## config.mk

```make
export PLATFORM = sky130hd
export DESIGN_NAME = link_train_monitor
export DESIGN_NICKNAME = d
export VERILOG_FILES = /design/src/rtl/lm_pkg.sv /design/src/rtl/lm_interval_timer.sv /design/src/rtl/lm_poll_counter.sv /design/src/rtl/lm_req_encode.sv /design/src/rtl/link_train_monitor.sv
export SDC_FILE = /design/constraint.sdc
export NUM_CORES = 1
export LEC_CHECK = 0
export BUFFER_PORTS_ARGS = -buffer_cell sky130_fd_sc_hd__buf_2
export CORE_MARGIN = 2
export CORE_UTILIZATION = 55
export CTS_CLUSTER_SIZE = 24
export DETAILED_ROUTE_END_ITERATION = 16
export PLACE_DENSITY_LB_ADDON = 0.25
export SYNTH_ARGS = -nofsm -noshare
export SYNTH_HDL_FRONTEND = slang
export SYNTH_SLANG_ARGS = --single-unit
export TNS_END_PERCENT = 50
```

## constraint.sdc

```tcl
create_clock -name clk -period 3.02 [get_ports clk]
set_input_delay 0.302 -clock clk [delete_from_list [all_inputs] [get_ports clk]]
set_output_delay 0.302 -clock clk [all_outputs]
set_load 0.01 [all_outputs]
```

## src/rtl/lm_pkg.sv

```systemverilog
package lm_pkg;

    localparam int CR_AW = 16;
    localparam int CR_DW = 16;
    localparam int STATE_W = 6;

    localparam logic [STATE_W-1:0] RCVR_LOCK_CODE = 6'h0D;
    localparam logic [CR_AW-1:0]   RX_STATUS_ADDR = 16'h100D;
    localparam logic [CR_AW-1:0]   RX_OVERRIDE_ADDR = 16'h1005;
    localparam logic [CR_DW-1:0]   OVERRIDE_SET = 16'h0028;
    localparam logic [CR_DW-1:0]   OVERRIDE_CLR = 16'h0000;
    localparam int                 RX_VALID_POS = 0;

    typedef enum logic [3:0] {
        ST_IDLE,
        ST_CHECK,
        ST_WAIT,
        ST_READ,
        ST_SET,
        ST_HOLD,
        ST_CLEAR,
        ST_OK,
        ST_FAIL
    } mon_state_t;

    typedef struct packed {
        logic             valid;
        logic             write;
        logic [CR_AW-1:0] addr;
        logic [CR_DW-1:0] wdata;
    } cr_req_t;

    function automatic logic rx_stalled(input logic [STATE_W-1:0] st,
                                        input logic rx_valid);
        return (st == RCVR_LOCK_CODE) && !rx_valid;
    endfunction

endpackage

```

## src/rtl/lm_interval_timer.sv

```systemverilog
module lm_interval_timer #(
    parameter int CYCLES = 4
) (
    input  logic clk,
    input  logic rst,
    input  logic load,
    output logic expired
);
    localparam int W = (CYCLES > 1) ? $clog2(CYCLES) : 1;

    logic [W-1:0] cnt;

    always_ff @(posedge clk) begin
        if (rst) begin
            cnt <= '0;
        end else if (load) begin
            cnt <= W'(CYCLES - 1);
        end else if (cnt != '0) begin
            cnt <= cnt - 1'b1;
        end
    end

    assign expired = (cnt == '0);

endmodule

```

## src/rtl/lm_poll_counter.sv

```systemverilog
module lm_poll_counter #(
    parameter int MAX = 5
) (
    input  logic clk,
    input  logic rst,
    input  logic clear,
    input  logic incr,
    output logic exhausted
);
    localparam int W = $clog2(MAX + 1);

    logic [W-1:0] cnt;

    always_ff @(posedge clk) begin
        if (rst || clear) begin
            cnt <= '0;
        end else if (incr) begin
            cnt <= cnt + 1'b1;
        end
    end

    assign exhausted = (cnt == W'(MAX));

    assert_budget_R5: assert property (@(posedge clk) disable iff (rst)
        (cnt <= W'(MAX)));

endmodule

```

## src/rtl/lm_req_encode.sv

```systemverilog
module lm_req_encode
    import lm_pkg::*;
(
    input  mon_state_t state,
    output cr_req_t    req
);
    always_comb begin
        req = '0;
        unique case (state)
            ST_READ: begin
                req.valid = 1'b1;
                req.addr  = RX_STATUS_ADDR;
            end
            ST_SET: begin
                req.valid = 1'b1;
                req.write = 1'b1;
                req.addr  = RX_OVERRIDE_ADDR;
                req.wdata = OVERRIDE_SET;
            end
            ST_CLEAR: begin
                req.valid = 1'b1;
                req.write = 1'b1;
                req.addr  = RX_OVERRIDE_ADDR;
                req.wdata = OVERRIDE_CLR;
            end
            default: req = '0;
        endcase
    end

endmodule

```

## src/rtl/link_train_monitor.sv

```systemverilog
module link_train_monitor
    import lm_pkg::*;
#(
    parameter int INTERVAL_CYC = 500000,
    parameter int MAX_POLLS = 200
) (
    input  logic                clk,
    input  logic                rst,
    input  logic                start,
    input  logic                link_up,
    input  logic [STATE_W-1:0]  ltssm_state,
    output logic                req_valid,
    output logic                req_write,
    output logic [CR_AW-1:0]    req_addr,
    output logic [CR_DW-1:0]    req_wdata,
    input  logic                req_done,
    input  logic [CR_DW-1:0]    req_rdata,
    output logic                link_ok,
    output logic                link_fail
);
    mon_state_t state, state_n;
    cr_req_t    req;
    logic       tmr_load, tmr_expired;
    logic       poll_clear, poll_incr, poll_exhausted;
    logic       stall_now;
    logic       unused_rdata_hi;

    assign unused_rdata_hi = ^req_rdata[CR_DW-1:1];
    assign stall_now = rx_stalled(ltssm_state, req_rdata[RX_VALID_POS]);

    lm_interval_timer #(.CYCLES(INTERVAL_CYC)) u_timer (
        .clk     (clk),
        .rst     (rst),
        .load    (tmr_load),
        .expired (tmr_expired)
    );

    lm_poll_counter #(.MAX(MAX_POLLS)) u_polls (
        .clk       (clk),
        .rst       (rst),
        .clear     (poll_clear),
        .incr      (poll_incr),
        .exhausted (poll_exhausted)
    );

    lm_req_encode u_enc (
        .state (state),
        .req   (req)
    );

    always_comb begin
        state_n    = state;
        poll_clear = 1'b0;
        poll_incr  = 1'b0;
        unique case (state)
            ST_IDLE, ST_OK, ST_FAIL: begin
                if (start) begin
                    state_n    = ST_CHECK;
                    poll_clear = 1'b1;
                end
            end
            ST_CHECK: begin
                if (link_up) begin
                    state_n = ST_OK;
                end else if (poll_exhausted) begin
                    state_n = ST_FAIL;
                end else begin
                    state_n   = ST_WAIT;
                    poll_incr = 1'b1;
                end
            end
            ST_WAIT:  if (tmr_expired) state_n = ST_READ;
            ST_READ:  if (req_done) state_n = stall_now ? ST_SET : ST_CHECK;
            ST_SET:   if (req_done) state_n = ST_HOLD;
            ST_HOLD:  if (tmr_expired) state_n = ST_CLEAR;
            ST_CLEAR: if (req_done) state_n = ST_CHECK;
            default:  state_n = ST_IDLE;
        endcase
    end

    assign tmr_load = ((state_n == ST_WAIT) && (state != ST_WAIT)) ||
                      ((state_n == ST_HOLD) && (state != ST_HOLD));

    always_ff @(posedge clk) begin
        if (rst) begin
            state <= ST_IDLE;
        end else begin
            state <= state_n;
        end
    end

    assign req_valid = req.valid;
    assign req_write = req.write;
    assign req_addr  = req.addr;
    assign req_wdata = req.wdata;
    assign link_ok   = (state == ST_OK);
    assign link_fail = (state == ST_FAIL);

    assert_exclusive_R6: assert property (@(posedge clk) disable iff (rst)
        !(link_ok && link_fail));

    assert_req_hold_R7: assert property (@(posedge clk) disable iff (rst)
        (req_valid && !req_done) |=> (req_valid && $stable(req_addr) &&
                                      $stable(req_write) && $stable(req_wdata)));

    assert_write_target_R4: assert property (@(posedge clk) disable iff (rst)
        (req_valid && req_write) |-> (req_addr == RX_OVERRIDE_ADDR));

    assert_read_target_R3: assert property (@(posedge clk) disable iff (rst)
        (req_valid && !req_write) |-> (req_addr == RX_STATUS_ADDR));

    assert_ok_quiet_R2: assert property (@(posedge clk) disable iff (rst)
        link_ok |-> !req_valid);

    assert_ok_sticky_R2: assert property (@(posedge clk) disable iff (rst)
        (link_ok && !start) |=> link_ok);

    assert_ok_cause_R2: assert property (@(posedge clk) disable iff (rst)
        $rose(link_ok) |-> $past(link_up));

    assert_fail_sticky_R5: assert property (@(posedge clk) disable iff (rst)
        (link_fail && !start) |=> link_fail);

endmodule

```

# --- Word level (Yosys, flattened, before mapping) ---
# Cells that the tools add are included.
word_totals:
  input_bits: 27
  wordCells: 55
  output_inout_bits: 36
  regBits: 31
classes:
  mux: 21
  n_reduce_logical: 14
  eq_ne: 14
  addsub: 2
ops:
  columns: ["op", "count"]
  rows:
  - ["$mux 19", 2]
  - ["$mux 4", 8]
  - ["$pmux 4 s7", 1]
  - ["$pmux 13 s2", 1]
  - ["$eq 4x3->1 const B", 5]
  - ["$logic_not 19->1", 1]
  - ["$reduce_bool 19->1", 1]
  - ["$sub 19x1->19 const B", 1]
  - ["$eq 4x2->1 const B", 3]
  - ["$add 8x1->8 const B", 1]
  - ["$eq 8x8->1 const B", 1]
  - ["$mux 1", 7]
  - ["$eq 6x4->1 const B", 1]
  - ["$mux 6", 1]
  - ["$reduce_or 3->1", 2]
  - ["$eq 4x1->1 const B", 1]
  - ["$eq 4x4->1 const B", 1]
  - ["$logic_not 4->1", 1]
  - ["$ne 4x2->1 const B", 1]
  - ["$ne 4x3->1 const B", 1]
  - ["$reduce_or 2->1", 2]
  - ["$logic_and 1x1->1", 3]
  - ["$mux 3", 1]
  - ["$logic_or 1x1->1", 2]
  - ["2 further kinds", 2]

# --- Logic depth before layout (Yosys ltp) ---
depth:
  ltp_word: 9
  ltp_mapped: 9
  depth_no_buf: 8

# --- By module ---
# Synthesis repeated with hierarchy kept, for this count alone.
unflattened:
  hier_cells: 258
  area_unflattened_um2: 2143.3
modules_own_cells:
  columns: ["module", "cells_per_inst", "instances", "seq_area_each_um2", "area_per_inst_um2"]
  rows:
  - ["lm_interval_timer", 125, 1, 380.4, 1056.0]
  - ["link_train_monitor", 53, 1, 80.1, 437.9]
  - ["lm_poll_counter", 43, 1, 160.2, 385.4]
  - ["lm_req_encode", 37, 1, 0.0, 264.0]

# --- Least setup slack after synthesis ---
# Ideal clock, no wire load.
synth_timing:
  kind: "register to register"
  from: "reg u_polls.cnt[2]"
  to: "reg u_timer.cnt[18]"
  arrival_time_ps: 1814
  path_stages_with_launch: 8
  path_buffers: 1
  period_less_slack_ps: 1944
  path_slack_ps: 1076
  required_ps: 2890
  setup_ps: 130
  cell_sequence: "dfxtp_1 > or4b_1 > o31a_1 > or2_0 > nand4_2 > and2_1 > buf_2 > a31oi_1"
synth_via:
  elab_chain_cells: 8
  word_cells_on_any_way: 11
  classes_between: "3 x eq/ne; 4 x mux; 4 x reduce/logical"
synth_lines:
  columns: ["item", "line_no", "text"]
  rows:
  - ["from (decl)", "lm_poll_counter.sv:12", "logic [W-1:0] cnt;"]
  - ["from (signal assigned)", "lm_poll_counter.sv:18", "cnt <= cnt + 1'b1;"]
  - ["$eq 8x8->1 (*)", "lm_poll_counter.sv:22", "assign exhausted = (cnt == W'(MAX));"]
  - ["$mux 4 (*)", "link_train_monitor.sv:65", "end else if (poll_exhausted) begin"]
  - ["$mux 4 (*)", "link_train_monitor.sv:63", "if (link_up) begin"]
  - ["$pmux 4 s7 (*)", "link_train_monitor.sv:55", "unique case (state)"]
  - ["$eq 4x2->1 or $eq 4x3->1 (tied branches)", "link_train_monitor.sv:81, link_train_monitor.sv:82", null]
  - ["$logic_and 1x1->1 (on tied branches)", "link_train_monitor.sv:81, link_train_monitor.sv:82", null]
  - ["$logic_or 1x1->1 (*)", "link_train_monitor.sv:81", "assign tmr_load = ((state_n == ST_WAIT) && (state != ST_WAIT)) ||"]
  - ["$mux 19 or $reduce_bool 2->1 (tied branches)", null, null]
  - ["to (signal assigned)", "lm_interval_timer.sv:17", "cnt <= W'(CYCLES - 1);"]
  - ["to (signal assigned)", "lm_interval_timer.sv:19", "cnt <= cnt - 1'b1;"]
  - ["to (decl)", "lm_interval_timer.sv:11", "logic [W-1:0] cnt;"]
# Mark *: on every way between the ends. The rest lies on a longest branch, timed or not.
# A chain may end at the register's enable or synchronous reset.

# --- Worst setup path after layout ---
layout_timing:
  from: "reg state[0]"
  to: "reg u_polls.cnt[7]"
layout_via:
  elab_chain_cells: 4
  word_cells_on_any_way: 8
  classes_between: "3 x eq/ne; 2 x mux; 3 x reduce/logical"
layout_lines:
  columns: ["item", "line_no", "text"]
  rows:
  - ["from (decl)", "link_train_monitor.sv:21", "mon_state_t state, state_n;"]
  - ["from (signal assigned)", "link_train_monitor.sv:88", "state <= state_n;"]
  - ["$eq 4x3->1 (tied with other cells)", "link_train_monitor.sv:55", null]
  - ["$reduce_or 3->1", "link_train_monitor.sv:55", null]
  - ["$mux 1", "link_train_monitor.sv:55", null]
  - ["$logic_or 1x1->1", "lm_poll_counter.sv:15", "if (rst || clear) begin"]
# Parallel ways exist; a longest one is shown, timed or not.

==> results.cfg <==
[setup_path]
reg2reg_slack_ns = 0.54
setup.worst_path.start_class = flop
crit_arrival_ns = 2.74
cp-end-kind = flop
cp_max_fo = 16
critPathLaunch = state[0]$_SDFF_PP0_
critPathRequiredTime_ns = 3.28
path_class = flop to flop
r2r_start = state[0]$_SDFF_PP0_
worst-r2r-cell-count = 6
cp-endpoint = u_polls.cnt[7]$_SDFFE_PP0P_
r2r_end = u_polls.cnt[7]$_SDFFE_PP0P_

[yosys]
synth_common_cells = buf_4, dfxtp_1, nor2_1
ys.flop_type = dfxtp_1
ys_types = 46
async_flop_share = 0
netlist_top_cells_area = dfxtp_1, buf_4, xnor2_1
ys_seq_elements = 31
synth_edf_count = 0
yosysMostFrequentCell = buf_4
syn-cell-area_um2 = 1970
seq_area_frac_synth = 0.316
yosys.area.top_type = dfxtp_1
synth_top_area_share = 0.316
syn_avg_cell_area_um2 = 8.09
postSynthCellCount = 243
yosys_warnings = 0

[sta]
rsz0062_at_grt = no
period_share = 0.823
hold_viol_final = 0
fmax_ghz = 0.403
tightest_slew_ns = 0.511
slew-limit-headroom = 0.658
finalSetupViolations = 0
setup_ws_ns = 0.536
finClkSkew_ns = 0.00483
timing.hold.ws_ns = 0.332
finalMaxSlewViolations = 0
layout_min_cycle_time_ns = 2.48
tns_ns = 0

[place]
dp.final_hpwl_um = 2490
dpl_cell_area_um2 = 1960
portBuffers = 21
pre_cts_ws_ns = 0.580
gp_congestion = 0.827

[global_routing]
antenna_found_initial = 0
busiest_layer = met2
grt_use_met2 = 0.310
grt_pass1_wl_um = 6190
grt_overflow_total = 0
grt_usage = 0.189
grt_pass1_vias = 1447
grt_use_met1 = 0.245
grt_max_degree = 19
grt_use_met3 = 0.0475

[layout]
syn_to_final_growth_pct = 3.12
fillers = 323
finalInstanceArea_um2 = 2030
n_antenna_cell = 0
drive_above_1_share = 0.150
nNetsFinal = 290

[cts]
numCtsBuffers = 5
holdBufCountCts = 0
postCtsSetupBuffers = 0
clk_latency_ns = 0.33
clk_pin_slew_ns = 0.10
ctsHtreeMaxLevel = 2
cts_tree = yes
clock_sinks = 31
clockBufferDepth = 2
ctsResizeCount = 0
cts_root_buffer = clkbuf_4

[floorplan]
rows = 21
start_util = 0.580
coreArea_um2 = 3390
ios = 63
die_h_um = 63.8
die_area_um2 = 4070
die_w_um = 63.8

[route]
viasPerCell = 5.18
drtIter0Drc = 86
dr.pass1.iters = 4
ant_nets = 0
wl_per_cell_um = 11.1
totalWireLength_um = 3390
vias = 1584
drc = 0

[min_path]
min_from = start
hold_path.class = input pin to flop

[power]
p_leak_nw = 0.811
ir_worst_vdd_mv = 0.458
power.density_nw_per_um2 = 861
total_power_mw = 1.75

[flow_run]
maxCapViolations = 0

[run_status]
outcome = complete, no violations
## layer usage
metal	routed length [um]	up-vias
met2	1540	34
met5	0	-
met4	38	0
met1	1670	727
li1	-	819
met3	148	4
## registers in the layout (all words and copies together) (netlist names)
name / count
state: 4
u_polls.cnt: 8
u_timer.cnt: 19
## power by group
group	total [mW]	leakage [nW]	internal, mW	switching (mW)
clock	0.283	0.0375	0.136	0.147
sequential	0.640	0.254	0.522	0.118
combinational	0.822	0.519	0.352	0.470
total	1.75	0.811	1.01	0.736
## through the flow
stage                util  std cells
finish              0.598        306
detailed placement  0.577        298
floorplan               -        268
CTS                 0.598        306
global route        0.598        306
global placement    0.577        298
## final cells by class
class	count	area (um^2)	area share
sequential	31	621	0.306
multi-input combinational	192	1140	0.563
clock inverter	1	7.51	0.00370
tap	46	57.6	0.0284
clock buffer	7	65.1	0.0321
inverter	8	30.0	0.0148
timing repair buffer	21	105	0.0518
## placed cells by master, fill, tap and decap left out, types with 5 or more instances in the layout
cell,count
a21oi_1,21
conb_1,26
dfxtp_1,31
xnor2_1,14
clkbuf_4,5
nand3_1,7
nor2_1,26
nand2_1,10
inv_1,8
buf_2,21
or3_1,5
nor3_1,12
nand2b_1,5
o21ai_0,9
## logic make-up after synthesis
family,share of synthesized area
buffers and inverters,0.151
muxes,0.00572
and+or+nand+nor,0.291
adders and majority gates,0.0254
DFF,0.316
xor gates and xnor gates,0.0757
other,0.00191
AOI/OAI and AO/OA,0.134
## critical path, stage by stage (launching register included)
cell	delay, ns
dfxtp_1	0.63
nor3_1	0.13
o21a_1	0.26
a211oi_4	0.28
nand4_2	0.36
or4_1	0.61
a21oi_1	0.15
## worst min-delay path by stage
stage,to,slack [ns],depth (start not counted)
after floorplan,u_polls.cnt[7]$_SDFFE_PP0P_,0.45,2
after global placement,u_polls.cnt[7]$_SDFFE_PP0P_,0.47,2
after detailed placement,u_polls.cnt[7]$_SDFFE_PP0P_,0.48,2
after CTS,state[3]$_SDFF_PP0_,0.33,4
after global routing,state[3]$_SDFF_PP0_,0.35,4
final,state[3]$_SDFF_PP0_,0.33,4
No activity file was read; power rests on OpenSTA's default activity.
